**src/rtl/rsr_pkg.sv**
```systemverilog
package rsr_pkg;
    parameter int N_MAX  = 64;
    parameter int FRAC_W = 16;

    localparam int W_W    = FRAC_W + 1;
    localparam int IDX_W  = $clog2(N_MAX);
    localparam int MCNT_W = $clog2(N_MAX + 1);
    localparam int CNT_W  = $clog2(N_MAX + 2);
    localparam int WM_W   = W_W + MCNT_W;
    localparam int D_W    = WM_W + 1;

    localparam logic signed [D_W-1:0] ONE_D = {{(D_W-FRAC_W-1){1'b0}}, 1'b1, {FRAC_W{1'b0}}};
    localparam logic signed [D_W-1:0] LSB_D = {{(D_W-1){1'b0}}, 1'b1};

    typedef struct packed {
        logic             vld;
        logic             last;
        logic [IDX_W-1:0] idx;
        logic [WM_W-1:0]  wm;
    } scaled_t;

    typedef struct packed {
        logic             vld;
        logic             done;
        logic [IDX_W-1:0] idx;
        logic [CNT_W-1:0] rep;
    } result_t;

    // count = floor(d) + 1, clamped at zero (d is in units of 2^-FRAC_W)
    function automatic logic [CNT_W-1:0] count_of(input logic signed [D_W-1:0] d);
        logic signed [D_W-1:0] c;
        c = (d >>> FRAC_W) + LSB_D;
        if (c < 0) return '0;
        return c[CNT_W-1:0];
    endfunction

    // scaled residual carried forward: count * 1.0 - d
    function automatic logic signed [D_W-1:0] carry_of(input logic signed [D_W-1:0] d,
                                                        input logic [CNT_W-1:0]     c);
        logic signed [D_W-1:0] ext;
        ext = $signed({{(D_W-CNT_W-FRAC_W){1'b0}}, c, {FRAC_W{1'b0}}});
        return ext - d;
    endfunction
endpackage

```
**src/rtl/rsr_seq.sv**
```systemverilog
module rsr_seq
    import rsr_pkg::*;
(
    input  logic              clk,
    input  logic              rst,
    input  logic              start,
    input  logic [MCNT_W-1:0] m_len,
    input  logic              w_valid,
    input  logic              pipe_busy,
    output logic              load,
    output logic              take,
    output logic              take_last,
    output logic [IDX_W-1:0]  take_idx,
    output logic [MCNT_W-1:0] m_q
);
    logic             active_q;
    logic [IDX_W-1:0] idx_q;

    assign load      = start && !active_q && !pipe_busy;
    assign take      = active_q && w_valid;
    assign take_idx  = idx_q;
    assign take_last = (MCNT_W'(idx_q) + MCNT_W'(1)) == m_q;

    always_ff @(posedge clk) begin
        if (rst) begin
            active_q <= 1'b0;
            idx_q    <= '0;
            m_q      <= '0;
        end else if (load) begin
            active_q <= 1'b1;
            idx_q    <= '0;
            m_q      <= m_len;
        end else if (take) begin
            idx_q <= idx_q + IDX_W'(1);
            if (take_last) active_q <= 1'b0;
        end
    end
endmodule

```
**src/rtl/rsr_scale.sv**
```systemverilog
module rsr_scale
    import rsr_pkg::*;
(
    input  logic              clk,
    input  logic              rst,
    input  logic              take,
    input  logic              take_last,
    input  logic [IDX_W-1:0]  take_idx,
    input  logic [W_W-1:0]    w_data,
    input  logic [MCNT_W-1:0] m_q,
    output scaled_t           s1
);
    always_ff @(posedge clk) begin
        if (rst) begin
            s1 <= '0;
        end else begin
            s1.vld  <= take;
            s1.last <= take && take_last;
            s1.idx  <= take_idx;
            s1.wm   <= {{MCNT_W{1'b0}}, w_data} * {{W_W{1'b0}}, m_q};
        end
    end
endmodule

```
**src/rtl/rsr_core.sv**
```systemverilog
module rsr_core
    import rsr_pkg::*;
(
    input  logic              clk,
    input  logic              rst,
    input  logic              load,
    input  logic [FRAC_W-1:0] u_init,
    input  logic [MCNT_W-1:0] m_len,
    input  scaled_t           s1,
    output result_t           res
);
    logic signed [D_W-1:0]          rsd_q;
    logic [FRAC_W+MCNT_W-1:0]       v0;
    logic signed [D_W-1:0]          diff;
    logic [CNT_W-1:0]               cnt;
    logic signed [D_W-1:0]          rsd_nxt;

    always_comb begin
        v0      = {{MCNT_W{1'b0}}, u_init} * {{FRAC_W{1'b0}}, m_len};
        diff    = $signed({1'b0, s1.wm}) - rsd_q;
        cnt     = count_of(diff);
        rsd_nxt = carry_of(diff, cnt);
    end

    always_ff @(posedge clk) begin
        if (rst) begin
            rsd_q <= '0;
            res   <= '0;
        end else begin
            res.vld  <= s1.vld;
            res.done <= s1.vld && s1.last;
            res.idx  <= s1.idx;
            res.rep  <= cnt;
            if (load)
                rsd_q <= $signed({{(D_W-FRAC_W-MCNT_W){1'b0}}, v0});
            else if (s1.vld)
                rsd_q <= rsd_nxt;
        end
    end
endmodule

```
**src/rtl/rsr_datapath.sv**
```systemverilog
module rsr_datapath
    import rsr_pkg::*;
(
    input  logic              clk,
    input  logic              rst,
    input  logic              start,
    input  logic [MCNT_W-1:0] m_len,
    input  logic [FRAC_W-1:0] u_init,
    input  logic              w_valid,
    input  logic [W_W-1:0]    w_data,
    output logic              out_valid,
    output logic [IDX_W-1:0]  out_idx,
    output logic [CNT_W-1:0]  out_rep,
    output logic              out_done
);
    logic              load, take, take_last;
    logic [IDX_W-1:0]  take_idx;
    logic [MCNT_W-1:0] m_q;
    scaled_t           s1;
    result_t           res;

    rsr_seq u_seq (
        .clk(clk), .rst(rst), .start(start), .m_len(m_len), .w_valid(w_valid),
        .pipe_busy(s1.vld), .load(load), .take(take), .take_last(take_last),
        .take_idx(take_idx), .m_q(m_q)
    );

    rsr_scale u_scale (
        .clk(clk), .rst(rst), .take(take), .take_last(take_last),
        .take_idx(take_idx), .w_data(w_data), .m_q(m_q), .s1(s1)
    );

    rsr_core u_core (
        .clk(clk), .rst(rst), .load(load), .u_init(u_init), .m_len(m_len),
        .s1(s1), .res(res)
    );

    assign out_valid = res.vld;
    assign out_idx   = res.idx;
    assign out_rep   = res.rep;
    assign out_done  = res.done;
endmodule

```
**config.mk**
```make
export PLATFORM = sky130hd
export DESIGN_NAME = rsr_datapath
export DESIGN_NICKNAME = d
export VERILOG_FILES = /design/src/rtl/rsr_pkg.sv /design/src/rtl/rsr_seq.sv /design/src/rtl/rsr_scale.sv /design/src/rtl/rsr_core.sv /design/src/rtl/rsr_datapath.sv
export SDC_FILE = /design/constraint.sdc
export NUM_CORES = 1
export LEC_CHECK = 0
export BUFFER_PORTS_ARGS = -buffer_cell sky130_fd_sc_hd__buf_2
export CAP_MARGIN = 10
export CORE_MARGIN = 1
export CORE_UTILIZATION = 45
export DETAILED_ROUTE_END_ITERATION = 8
export SLEW_MARGIN = 20
export SYNTH_ARGS = -nofsm -noshare
export SYNTH_HDL_FRONTEND = slang
export SYNTH_SLANG_ARGS = --single-unit
export TNS_END_PERCENT = 100
```
**constraint.sdc**
```tcl
create_clock -name clk -period 6.4 [get_ports clk]
set_clock_uncertainty 0.05 [all_clocks]
set_input_delay 1.28 -clock clk [delete_from_list [all_inputs] [get_ports clk]]
set_output_delay 1.28 -clock clk [all_outputs]
set_load 0.01 [all_outputs]
```
# Yosys cells after proc, flatten, opt, wreduce, memory -nomap -nowiden
# Index checks and enable logic that the tools add are counted.
[classes] addsub=5 mux=8 reduce_logical=12 n_eq_ne=1 multipliers=2 order_cmp=1
[op_table] cell="23-bit two-way mux" n=2
[op_table] cell="24-bit by 25-bit subtractor with 25-bit output" n=1
[op_table] cell="25-bit subtractor" n=1
[op_table] cell="17-bit by 7-bit multiplier with 24-bit output" n=1
[op_table] cell="16-bit by 7-bit multiplier with 23-bit output" n=1
[op_table] cell="7-bit two-way mux" n=2
[op_table] cell="9-bit by 2-bit adder with 10-bit output, second input constant" n=1
[op_table] cell="10-bit by 1-bit less-than comparator with 1-bit output, second input constant" n=1
[op_table] cell="6-bit by 1-bit adder with 7-bit output, second input constant" n=1
[op_table] cell="7-bit == test" n=1
[op_table] cell="6-bit by 1-bit adder with 6-bit output, second input constant" n=1
[op_table] cell="2-bit nonzero test" n=3
[op_table] cell="1-bit logical AND" n=5
[op_table] cell="1-bit two-way mux" n=4
[op_table] cell="1-bit logical NOT" n=2
[op_table] cell="2-bit AND reduction" n=1
[op_table] cell="2-bit OR reduction" n=1
[totals] regBits=86 out_inout_bits=15 word_cells=42

# Longest topological paths before layout
# Gate-level depths: netlist of the first run.
[logic_depth] ltp_word=8 depth_mapped=22

# Cells and area by module
# Synthesis of the first run repeated with hierarchy kept, for this count alone.
[unflattened] cells_unflattened=1531 hier_area_um2=12804.8
[by_module_without_submodules] mod="rsr_core" cells_per_inst=952 area_per_inst_um2=7531.0 n_inst=1
[by_module_without_submodules] mod="rsr_scale" cells_per_inst=500 area_per_inst_um2=4566.9 n_inst=1
[by_module_without_submodules] mod="rsr_seq" cells_per_inst=79 area_per_inst_um2=706.9 n_inst=1

# Least setup slack after synthesis of the first run
# No wires, ideal clock.
[synth_path] kind="in2reg" start="input m_len[6]" end="register u_core.rsd_q[22]" required_time_ns=6.264 n_path_buf=1 setup_time_ns=0.086 cell_stages=21 arrival_time_ns=6.041 path_slack_ns=0.223 cell_sequence="clkbuf_1 nand2_1 fa_1 inv_1 fa_1 fa_1 inv_1 fa_1 inv_1 ha_1 o21a_1 o21a_1 nor2_1 a21oi_1 a41oi_1 a2111oi_0 or3_1 a21oi_1 o21ai_0 xnor2_1 a221oi_2"
[synth_between] elab_chain_cells=2
[synth_lines] element="start, declared" line_no="rsr_datapath.sv:7" rtl="input logic [MCNT_W-1:0] m_len,"
[synth_lines] element="16-bit by 7-bit multiplier with 23-bit output" line_no="rsr_core.sv:19" rtl="v0 = {{MCNT_W{1'b0}}, u_init} * {{FRAC_W{1'b0}}, m_len};"
[synth_lines] element="23-bit two-way mux" line_no="rsr_core.sv:34" rtl="if (load)"
[synth_lines] element="end signal, assigned" line_no="rsr_core.sv:35" rtl="rsd_q <= $signed({{(D_W-FRAC_W-MCNT_W){1'b0}}, v0});"
[synth_lines] element="end signal, assigned" line_no="rsr_core.sv:37" rtl="rsd_q <= rsd_nxt;"
[synth_lines] element="end, declared" line_no="rsr_core.sv:12" rtl="logic signed [D_W-1:0] rsd_q;"
# No other way between the ends.
# A chain may end at the register's enable or synchronous reset.

# Final worst setup path of the first run
[layout_path] start="input u_init[1]" end="register u_core.rsd_q[22]"
[layout_between] elab_chain_cells=2
[layout_lines] element="start, declared" line_no="rsr_datapath.sv:8" rtl="input logic [FRAC_W-1:0] u_init,"
[layout_lines] element="16-bit by 7-bit multiplier with 23-bit output" line_no="rsr_core.sv:19"
[layout_lines] element="23-bit two-way mux" line_no="rsr_core.sv:34"
# No other way between the ends.

==> results.yml, run 1 <==
power_and_ir_drop:
  cellPowerDensity_mw_per_mm2: 386
  p_leak_nw: 6.49
  vdd_drop_max_uv: 279
global_routing:
  grt_max_degree: 53
  grt_pass1_wl_um: 50100
  antenna_found_initial: 0
  grt_use_total_pct: 21.9
  grt_overflow: 0
  grt_pass1_vias: 10100
clock_network:
  cts_buffers: 9
  clk_latency_ns: 0.35
  cts-htree-levels: 3
  root_buffer: "clkbuf_16"
  cts_setup_buffers: 0
  path_clk_slew_ns: 0.07
  clock-sinks: 86
  cts_tree: "built"
  ctsLongestPathBuffers: 2
setup_path:
  path_cells: "buf_2 -> and2_1 -> fa_1 -> fa_1 -> fa_1 -> inv_1 -> fa_1 -> inv_1 -> ha_1 -> o21a_1 -> o21a_1 -> nor2_1 -> a21oi_1 -> a41oi_1 -> a2111oi_2 -> or3_1 -> a21oi_2 -> o21ai_0 -> xnor2_1 -> a221oi_2"
  path_buf_inv: 3
  path_common_cell: "fa_1"
  cp.required_ns: 6.62
  cpPeakStageDelay_ns: 0.55
  cp_slowest_cell: "fa_1"
  r2r-end: "u_scale.s1[22]$_SDFF_PP0_"
  critical_path_class: "input pin to register"
  rr_worst_depth: 20
  startpoint_type: "input pin"
  critPathTopFamily: "adder cells"
  regToRegStartpoint: "u_seq.m_q[3]$_SDFFE_PP0P_"
  crit_arrival_ns: 6.27
  critPathMaxFanout: 7
  end_kind: "register"
  rrSetupSlack_ns: 0.81
synth:
  synth_seq_area_share_pct: 13.9
  synth_area_per_cell_um2: 8.12
  synth_area_leaders: "fa_1 (23%), dfxtp_1 (14%), ha_1 (12%), inv_1 (7.1%), nand2_1 (6.1%)"
  syn_area_mm2: 0.0124
  synth_top_area_share_pct: 23.3
  synth_warnings: 0
  synth_area_leader_cell: "fa_1"
  syn_inst: 1521
  ys_async_sr_fraction_pct: 0
  yosys.cell_types.count: 77
  ys_ff_latch: 86
  synth_edf_count: 0
  synth_fp_nets: 1823
  synthFlopType: "dfxtp_1"
floorplanning:
  die_h_um: 168
  die_w_um: 168
  core_area_mm2: 0.0270
  io-pin-count: 59
  initial_core_util_pct: 45.8
  dieArea_mm2: 0.0281
  rows: 60
outcome:
  status: "complete, no violations"
placement:
  gp_congestion: 0.908
  portBuffers: 58
  dp_hpwl_um: 24600
  pre_cts_ws_ns: -0.0363
route:
  drt-initial-drc-count: 451
  drc: 0
  drt-total-wl_um: 29500
  vias: 10100
  routedWlPerCell_um: 15.4
  viasPerCell: 5.31
  dr.pass1.iters: 5
  ant_nets: 0
cells_and_area:
  nets: 1864
  fin_util_pct: 49.5
  num_antenna_cells: 0
  drive_gt1_share_pct: 7.72
  fillCellCount: 2662
  syn_to_final_growth_pct: 7.96
min_path:
  hold_class: "register to register"
  hp-start: "u_scale.s1[30]$_SDFF_PP0_"
  holdPathStages: 1
  hold_end: "u_core.res[13]$_SDFF_PP0_"
sta:
  timing_hold_violations_final: 0
  finalMaxSlewViolations: 0
  post-route-period-util_pct: 94.5
  max_freq_mhz: 165
  setup_slack_ns: 0.354
  setup_viol: 0
  worst_slew_margin_rel_pct: 31.3
  rsz0062_at_grt: "no"
  worstMarginPinSlew_ns: 1.03
  period_needed_ns: 6.05
run:
  drv_cap: 0
==> cells by family (layout without fill, tap and decap cells) <==
| group | Yosys count | in the layout | share of synthesized area (%) |
|---|---|---|---|
| buffers and inverters | 287 | 333 | 8.77 |
| AO/OA/AOI/OAI | 261 | 261 | 14.4 |
| XOR/XNOR | 83 | 83 | 6.10 |
| adder cells (fa/ha/maj) | 258 | 258 | 34.9 |
| flip-flops | 86 | 86 | 13.9 |
| multiplexers | 1 | 1 | 0.0810 |
| AND/OR/NAND/NOR | 545 | 545 | 21.8 |
==> registers in the layout, summed over array words and instances, names as in the netlist <==
register / count
u_scale.s1: 32
u_seq.m_q: 7
u_seq.active_q: 1
u_core.rsd_q: 25
u_seq.take_idx: 6
u_core.res: 15
==> cell type report <==
class                   count  area (um^2)  area share, %
clock inverters             7         56.3          0.422
inverters                 236          886           6.64
multi-input cells        1148         9560           71.7
clock buffers               9          225           1.69
flip-flops and latches     86         1720           12.9
well taps                 341          427           3.20
repair buffers             81          463           3.47
==> per-stage QoR <==
stage                     hold slack [ns]  setup TNS (ns)  cells  power (mW)  instance area [um^2]
after detailed placement            0.373         -0.0363   1892        4.61                 13000
final                               0.380               0   1908        5.14                 13300
after global placement              0.367               0   1892        4.61                 13000
after floorplan                     0.356               0   1521        3.67                 12400
after CTS                           0.388               0   1908        5.15                 13300
after global routing                0.416               0   1908        5.65                 13300
==> placed cells by master (no fill, tap or decap), drive strengths merged, types with 4 or more instances in the layout <==
master / n
xnor2: 46
nand2: 203
o21a: 14
ha: 114
xor2: 37
nor2: 87
o31ai: 9
o21bai: 7
buf: 81
or3: 11
nand4: 7
nor4: 9
a21o: 22
nand3: 21
a31oi: 5
dfxtp: 86
fa: 144
inv: 238
nor2b: 25
a221oi: 7
o41ai: 5
or4: 7
and2: 116
a211o: 7
nor3b: 4
clkbuf: 9
a31o: 4
a311oi: 7
nor3: 23
o21ai: 43
and3: 11
a21oi: 79
nand2b: 13
a211oi: 25
==> metal layers <==
metal,GRT usage (%),share of wire (%)
met5,0,0
met3,2.03,2.7
met2,37.0,48
met4,5.94,1.9
met1,30.0,48
==> where the power goes <==
part	switching [mW]	internal (mW)
logic	2.37	1.59
registers	0.0526	0.619
clock network	0.239	0.268
total	2.66	2.48
==> how the worst max path moves through the flow <==
stage	endpoint	start	depth (start not counted)	slack (ns)
after floorplan	u_core.rsd_q[22]$_SDFFE_PP0P_	m_len[6]	21	0.22
after global placement	u_core.rsd_q[22]$_SDFFE_PP0P_	u_init[1]	20	0.01
after detailed placement	u_core.rsd_q[22]$_SDFFE_PP0P_	u_init[1]	20	-0.04
after CTS	u_core.rsd_q[22]$_SDFFE_PP0P_	u_init[1]	20	0.32
after global routing	u_core.rsd_q[22]$_SDFFE_PP0P_	u_init[1]	20	0.07
final	u_core.rsd_q[22]$_SDFFE_PP0P_	u_init[1]	20	0.35
==> worst register-to-register path, stage by stage (launching register included) <==
cell	delay (ns)
dfxtp_1	0.87
nand2_1	0.18
fa_1	0.58
inv_1	0.04
ha_1	0.27
inv_1	0.05
fa_1	0.52
fa_1	0.55
inv_1	0.04
ha_1	0.27
inv_1	0.06
o21bai_1	0.21
a21o_1	0.14
a21o_1	0.13
a21oi_1	0.10
o31ai_1	0.35
nor4_1	0.13
o311a_1	0.40
a21oi_1	0.29
a21o_1	0.17
nand3_1	0.06
==> cells in the mapped netlist (all sizes together), types with 21 or more instances <==
library cell and instances:
nor3 23, a21o 22, dfxtp 86, inv 235
xnor2 46, a211oi 25, nand3 21, clkbuf 47
xor2 37, o21ai 43, nor2 87, nand2 203
and2 116, ha 114, nor2b 25, fa 144
a21oi 79
==> repair_timing <==
| item | 4_1_cts | 5_1_grt |
|---|---|---|
| hold buffers | 0 | 0 |
| endpoints found under the setup margin | 0 | 1 |
| resized for setup | 0 | 3 |
(Power assumes the default switching activity.)
==> run 2, diff against run 1 <==
==> constraint.sdc (replaced) <==
create_clock -name clk -period 4.85 [get_ports clk]
set_clock_uncertainty 0.05 [all_clocks]
set_input_delay 0.97 -clock clk [delete_from_list [all_inputs] [get_ports clk]]
set_output_delay 0.97 -clock clk [all_outputs]
set_load 0.01 [all_outputs]
==> run 2 against run 1 <==
The run now ends with setup timing left; cell count increased by 9.0%; flip-flop and latch count did not move; non-clock buffer count is 172 higher; register-to-register slack worse by 0.78 ns; first-iteration DRC count up 2.0%; critical path depth unchanged; sequential share of layout area decreased by 1.7 points; global-route usage up 0.071 points; via count up 5.1%; power is 55% higher; die area unchanged; clock power is 38% higher; highest routed layer unchanged.
==> results.yml, run 2 (same netlist as run 1, synthesis figures left out) <==
clock_network:
  ctsLongestPathBuffers: 2
  clk_latency_ns: 0.35
  cts_tree: "built"
  cts-htree-levels: 3
  path_clk_slew_ns: 0.07
  root_buffer: "clkbuf_16"
  cts_buffers: 9
  clock-sinks: 86
sta:
  setup_slack_ns: -0.434
  finalMaxSlewViolations: 0
  setup_viol: 14
  worstMarginPinSlew_ns: 0.836
  timing_hold_violations_final: 0
  period_needed_ns: 5.28
  max_freq_mhz: 189
  worst_slew_margin_rel_pct: 44.3
  rsz0062_at_grt: "yes"
  post-route-period-util_pct: 109
route:
  drt-initial-drc-count: 460
  ant_nets: 0
  routedWlPerCell_um: 14.1
  drc: 0
  viasPerCell: 5.12
  drt-total-wl_um: 29400
  dr.pass1.iters: 5
  vias: 10600
cells_and_area:
  syn_to_final_growth_pct: 24.7
  top_regs: "u_scale.s1 x32, u_core.rsd_q x25, u_core.res x15"
  largest_reg_flops: 32
  drive_gt1_share_pct: 24.0
  fin_util_pct: 57.1
  post-route-cell-area_mm2: 0.0154
  final_common_cell: "inv_1"
  fillCellCount: 2564
  final_cell_count_no_fill: 2080
  final_cell_mix: "inv_1 (209), nand2_1 (194), buf_4 (190)"
  regMostFlops: "u_scale.s1"
  num_antenna_cells: 0
  nets: 2036
global_routing:
  grt_overflow: 0
  grt_max_degree: 43
  antenna_found_initial: 0
  grt_pass1_vias: 11200
  grt_pass1_wl_um: 51500
  grt_use_total_pct: 22.0
floorplanning:
  core_area_mm2: 0.0270
  initial_core_util_pct: 45.8
  rows: 60
  die_w_um: 168
  die_h_um: 168
  io-pin-count: 59
  dieArea_mm2: 0.0281
placement:
  gp_congestion: 0.880
  dp_hpwl_um: 24400
  placed_cells: 2050
  portBuffers: 58
  place_area_mm2: 0.0146
setup_path:
  startpoint_type: "input pin"
  end_kind: "register"
  cp_slowest_cell: "fa_1"
  path_common_cell: "fa_1"
  rrSetupSlack_ns: 0.03
  critPathMaxFanout: 5
  path_cells: "buf_8 -> and2_4 -> fa_1 -> fa_1 -> fa_1 -> inv_2 -> fa_1 -> inv_2 -> ha_4 -> o21a_1 -> o21a_1 -> nor2_1 -> a21oi_2 -> a41oi_2 -> a2111oi_4 -> or3_1 -> a21oi_2 -> o21ai_2 -> xnor2_1 -> a221oi_2"
  cp.required_ns: 5.07
  critical_path_class: "input pin to register"
  cpPeakStageDelay_ns: 0.56
  crit_arrival_ns: 5.50
  critPathTopFamily: "adder cells"
  path_buf_inv: 3
min_path:
  hold_class: "register to register"
power_and_ir_drop:
  finalPower_mw: 7.98
  p_leak_nw: 7.50
  cellPowerDensity_mw_per_mm2: 518
  vdd_drop_max_uv: 417
outcome:
  status: "finished with violations"
  violations: "setup timing"
run:
  drv_cap: 0
==> run 2: changes by cell type in the layout (fill, tap and decap cells not counted), sizes merged <==
cell	change
clkinvlp	-2
clkinv	+1
inv	+1
buf	+172
==> run 2: metal layers <==
layer | track usage (%) | part of all wire, % | wire length (um) | vias to the layer above
met1 | 29.0 | 47 | 13700 | 5081
li1 | - | - | - | 5384
met3 | 1.23 | 2.2 | 649 | 26
met4 | 4.75 | 1.2 | 351 | 0
met2 | 39.7 | 50 | 14600 | 155
met5 | 0 | 0 | 0 | -
==> run 2: path summary, 6_finish.rpt <==
kind                                                 from                       endpoint  cells past startpoint
worst max-delay path                             m_len[1]  u_core.rsd_q[22]$_SDFFE_PP0P_                     20
worst min-delay path            u_scale.s1[29]$_SDFF_PP0_      u_core.res[12]$_SDFF_PP0_                      1
worst min register to register  u_scale.s1[29]$_SDFF_PP0_      u_core.res[12]$_SDFF_PP0_                      1
worst max register to register  u_seq.m_q[6]$_SDFFE_PP0P_      u_scale.s1[23]$_SDFF_PP0_                     19
==> run 2: per-stage QoR <==
step	hold WS (ns)	setup slack (ns)	TNS [ns]
4_1_cts	0.390	-0.507	-2.89
6_report	0.388	-0.434	-2.45
2_1_floorplan	0.356	-0.536	-2.25
3_5_place_dp	0.372	-0.871	-11.90
3_3_place_gp	0.367	-0.800	-10.59
5_1_grt	0.401	-0.649	-5.69
==> run 2: timing repair <==
action | CTS | global route
buffers inserted | 7 | 9
pin swaps | 48 | 57
endpoints found under the setup margin | 18 | 23
resized for setup | 68 | 51
hold buffers | 0 | 0
==> run 2: report_power, final <==
part | internal [mW] | switching [mW]
clock network | 0.365 | 0.332
registers | 0.816 | 0.0535
logic | 3.06 | 3.35
==> run 2: area by class of cell <==
class	instances	area [um^2]	area share [%]
repair buffers	253	1920	12.5
clock inverters	7	75.1	0.487
clock buffers	9	225	1.46
inverters	236	886	5.75
well taps	341	427	2.77
multi-input cells	1148	10100	65.9
flip-flops and latches	86	1720	11.2
==> run 3, diff against run 2 <==
--- a/config.mk
+++ b/config.mk
@@ -8,8 +8,9 @@
 export BUFFER_PORTS_ARGS = -buffer_cell sky130_fd_sc_hd__buf_2
 export CAP_MARGIN = 10
 export CORE_MARGIN = 1
-export CORE_UTILIZATION = 45
+export CORE_UTILIZATION = 58
 export DETAILED_ROUTE_END_ITERATION = 8
+export PLACE_DENSITY = 0.79
 export SLEW_MARGIN = 20
 export SYNTH_ARGS = -nofsm -noshare
 export SYNTH_HDL_FRONTEND = slang
==> run 3 against run 2 <==
The flow still finishes with violations (setup timing); critical path depth is the same; clock power shrank 2%; utilization is 17 points higher; first-iteration DRC count up 35%; worst hold slack worse by 0.0085 ns; clock-buffer cell count unchanged; non-clock buffer count is 2 lower; power up 3.8%; global-route usage increased by 7.0 points; critical path type unchanged; largest cell class unchanged.
==> results.yml, run 3 (same netlist as run 1, synthesis figures left out) <==
setup_path:
  crit_arrival_ns: 5.60
  critical_path_class: "input pin to register"
  end_kind: "register"
  critPathMaxFanout: 5
  startpoint_type: "input pin"
  cp.required_ns: 5.06
cells_and_area:
  num_antenna_cells: 0
  regMostFlops: "u_scale.s1"
  drive_gt1_share_pct: 24.3
  final_common_cell: "inv_1"
  syn_to_final_growth_pct: 25.0
  final_cell_mix: "inv_1 (209), nand2_1 (196), buf_4 (181)"
  post-route-cell-area_mm2: 0.0154
  nets: 2034
  largest_reg_flops: 32
  fin_util_pct: 73.7
  top_regs: "u_scale.s1 x32, u_core.rsd_q x25, u_core.res x15"
placement:
  gp_congestion: 0.911
  place_area_mm2: 0.0144
  portBuffers: 58
  dp_hpwl_um: 24500
clock_network:
  clock-sinks: 86
  ctsLongestPathBuffers: 2
  path_clk_slew_ns: 0.07
  cts_buffers: 9
  cts_tree: "built"
  cts-htree-levels: 3
  clk_latency_ns: 0.35
  root_buffer: "clkbuf_16"
power_and_ir_drop:
  p_sw_mw: 3.98
  p_leak_nw: 7.53
  p_int_mw: 4.30
  vdd_drop_max_uv: 375
  pwr-share-comb_pct: 81.2
  p_clk_share_pct: 8.3
  sequentialPowerShare_pct: 10.5
  cellPowerDensity_mw_per_mm2: 537
  swShare_pct: 48.1
global_routing:
  grt_pass1_vias: 11400
  antenna_found_initial: 0
  grt_pass1_wl_um: 51800
  grt_max_degree: 55
  grt_overflow: 0
  grt_use_total_pct: 29.0
sta:
  rsz0062_at_grt: "yes"
  setup_viol: 17
  worst_slew_margin_rel_pct: 59.3
  finalMaxSlewViolations: 0
  max_freq_mhz: 186
  worstMarginPinSlew_ns: 0.606
  post-route-period-util_pct: 111
  setup_slack_ns: -0.534
  timing_hold_violations_final: 0
  period_needed_ns: 5.38
outcome:
  status: "finished with violations"
  violations: "setup timing"
floorplanning:
  io-pin-count: 59
  die_w_um: 148
  initial_core_util_pct: 59.0
  die_h_um: 148
  rows: 53
  dieArea_mm2: 0.0219
  core_area_mm2: 0.0210
route:
  ant_nets: 0
  viasPerCell: 5.54
  vias: 11200
  drc: 0
  drt-total-wl_um: 31500
  drt-initial-drc-count: 622
  routedWlPerCell_um: 15.7
  dr.pass1.iters: 5
run:
  drv_cap: 0
min_path:
  hold_class: "register to register"
run 3: layout make-up:
| type | count | area, um^2 |
|---|---|---|
| fillers | 1543 | 5520 |
| multi-input cells | 1148 | 10300 |
| repair buffers | 251 | 1920 |
| clock inverters | 7 | 73.8 |
| well taps | 275 | 344 |
| flip-flops and latches | 86 | 1720 |
| inverters | 236 | 888 |
| clock buffers | 9 | 225 |
run 3: through the flow:
step	std cells	worst slack, ns	power (mW)	hold WS (ns)	TNS, ns
after CTS	2005	-0.479	7.82	0.383	-3.00
after global placement	1968	-0.779	6.64	0.362	-9.86
final	2012	-0.534	8.28	0.379	-3.94
after floorplan	1521	-0.536	5.10	0.356	-2.25
after global routing	2012	-0.708	8.93	0.408	-6.76
after detailed placement	1968	-0.909	6.81	0.365	-11.73
run 3: power groups by stage:
stage                     combinational [mW]  clock [mW]  sequential, mW
after floorplan                         4.23           0           0.868
after global placement                  5.76           0           0.880
after detailed placement                5.92           0           0.883
after CTS                               6.25       0.693           0.869
after global routing                    7.32       0.726           0.882
final                                   6.73       0.684           0.871
run 3: timing repair:
action / in CTS / in global routing
setup buffers: 21 / 11
resized for setup: 72 / 67
hold buffers: 0 / 0
pin swaps: 50 / 70
endpoints found under the setup margin: 19 / 25
run 3: per-layer routing:
layer  wire length [um]  vias up  track usage (%)  part of all wire, %
met2              16300      287             53.5                   52
met4                839        0             10.9                  2.7
li1                   -     5367                -                    -
met5                  0        -                0                    0
met3               1140       70             2.47                  3.6
met1              13300     5430             34.9                   42
run 3: path summary, 6_finish.rpt:
check | end | slack [ns] | cells after the start | start
max reg2reg | u_scale.s1[23]$_SDFF_PP0_ | -0.07 | 18 | u_seq.m_q[2]$_SDFFE_PP0P_
max | u_core.rsd_q[22]$_SDFFE_PP0P_ | -0.53 | 20 | m_len[1]
min reg2reg | u_core.res[13]$_SDFF_PP0_ | 0.38 | 1 | u_scale.s1[30]$_SDFF_PP0_
min | u_core.res[13]$_SDFF_PP0_ | 0.38 | 1 | u_scale.s1[30]$_SDFF_PP0_
run 3: worst max-delay path, stage by stage:
cell and delay (ns):
buf_8 0.11, and2_4 0.15, fa_1 0.56, fa_1 0.46, fa_1 0.51, inv_2 0.04, fa_1 0.51, inv_2 0.05
ha_4 0.21, o21a_1 0.20, o21a_1 0.21, nor2_2 0.16, a21oi_4 0.06, a41oi_4 0.22, a2111oi_4 0.12, or3_1 0.39
a21oi_2 0.17, o21ai_1 0.09, xnor2_1 0.15, a221oi_2 0.26
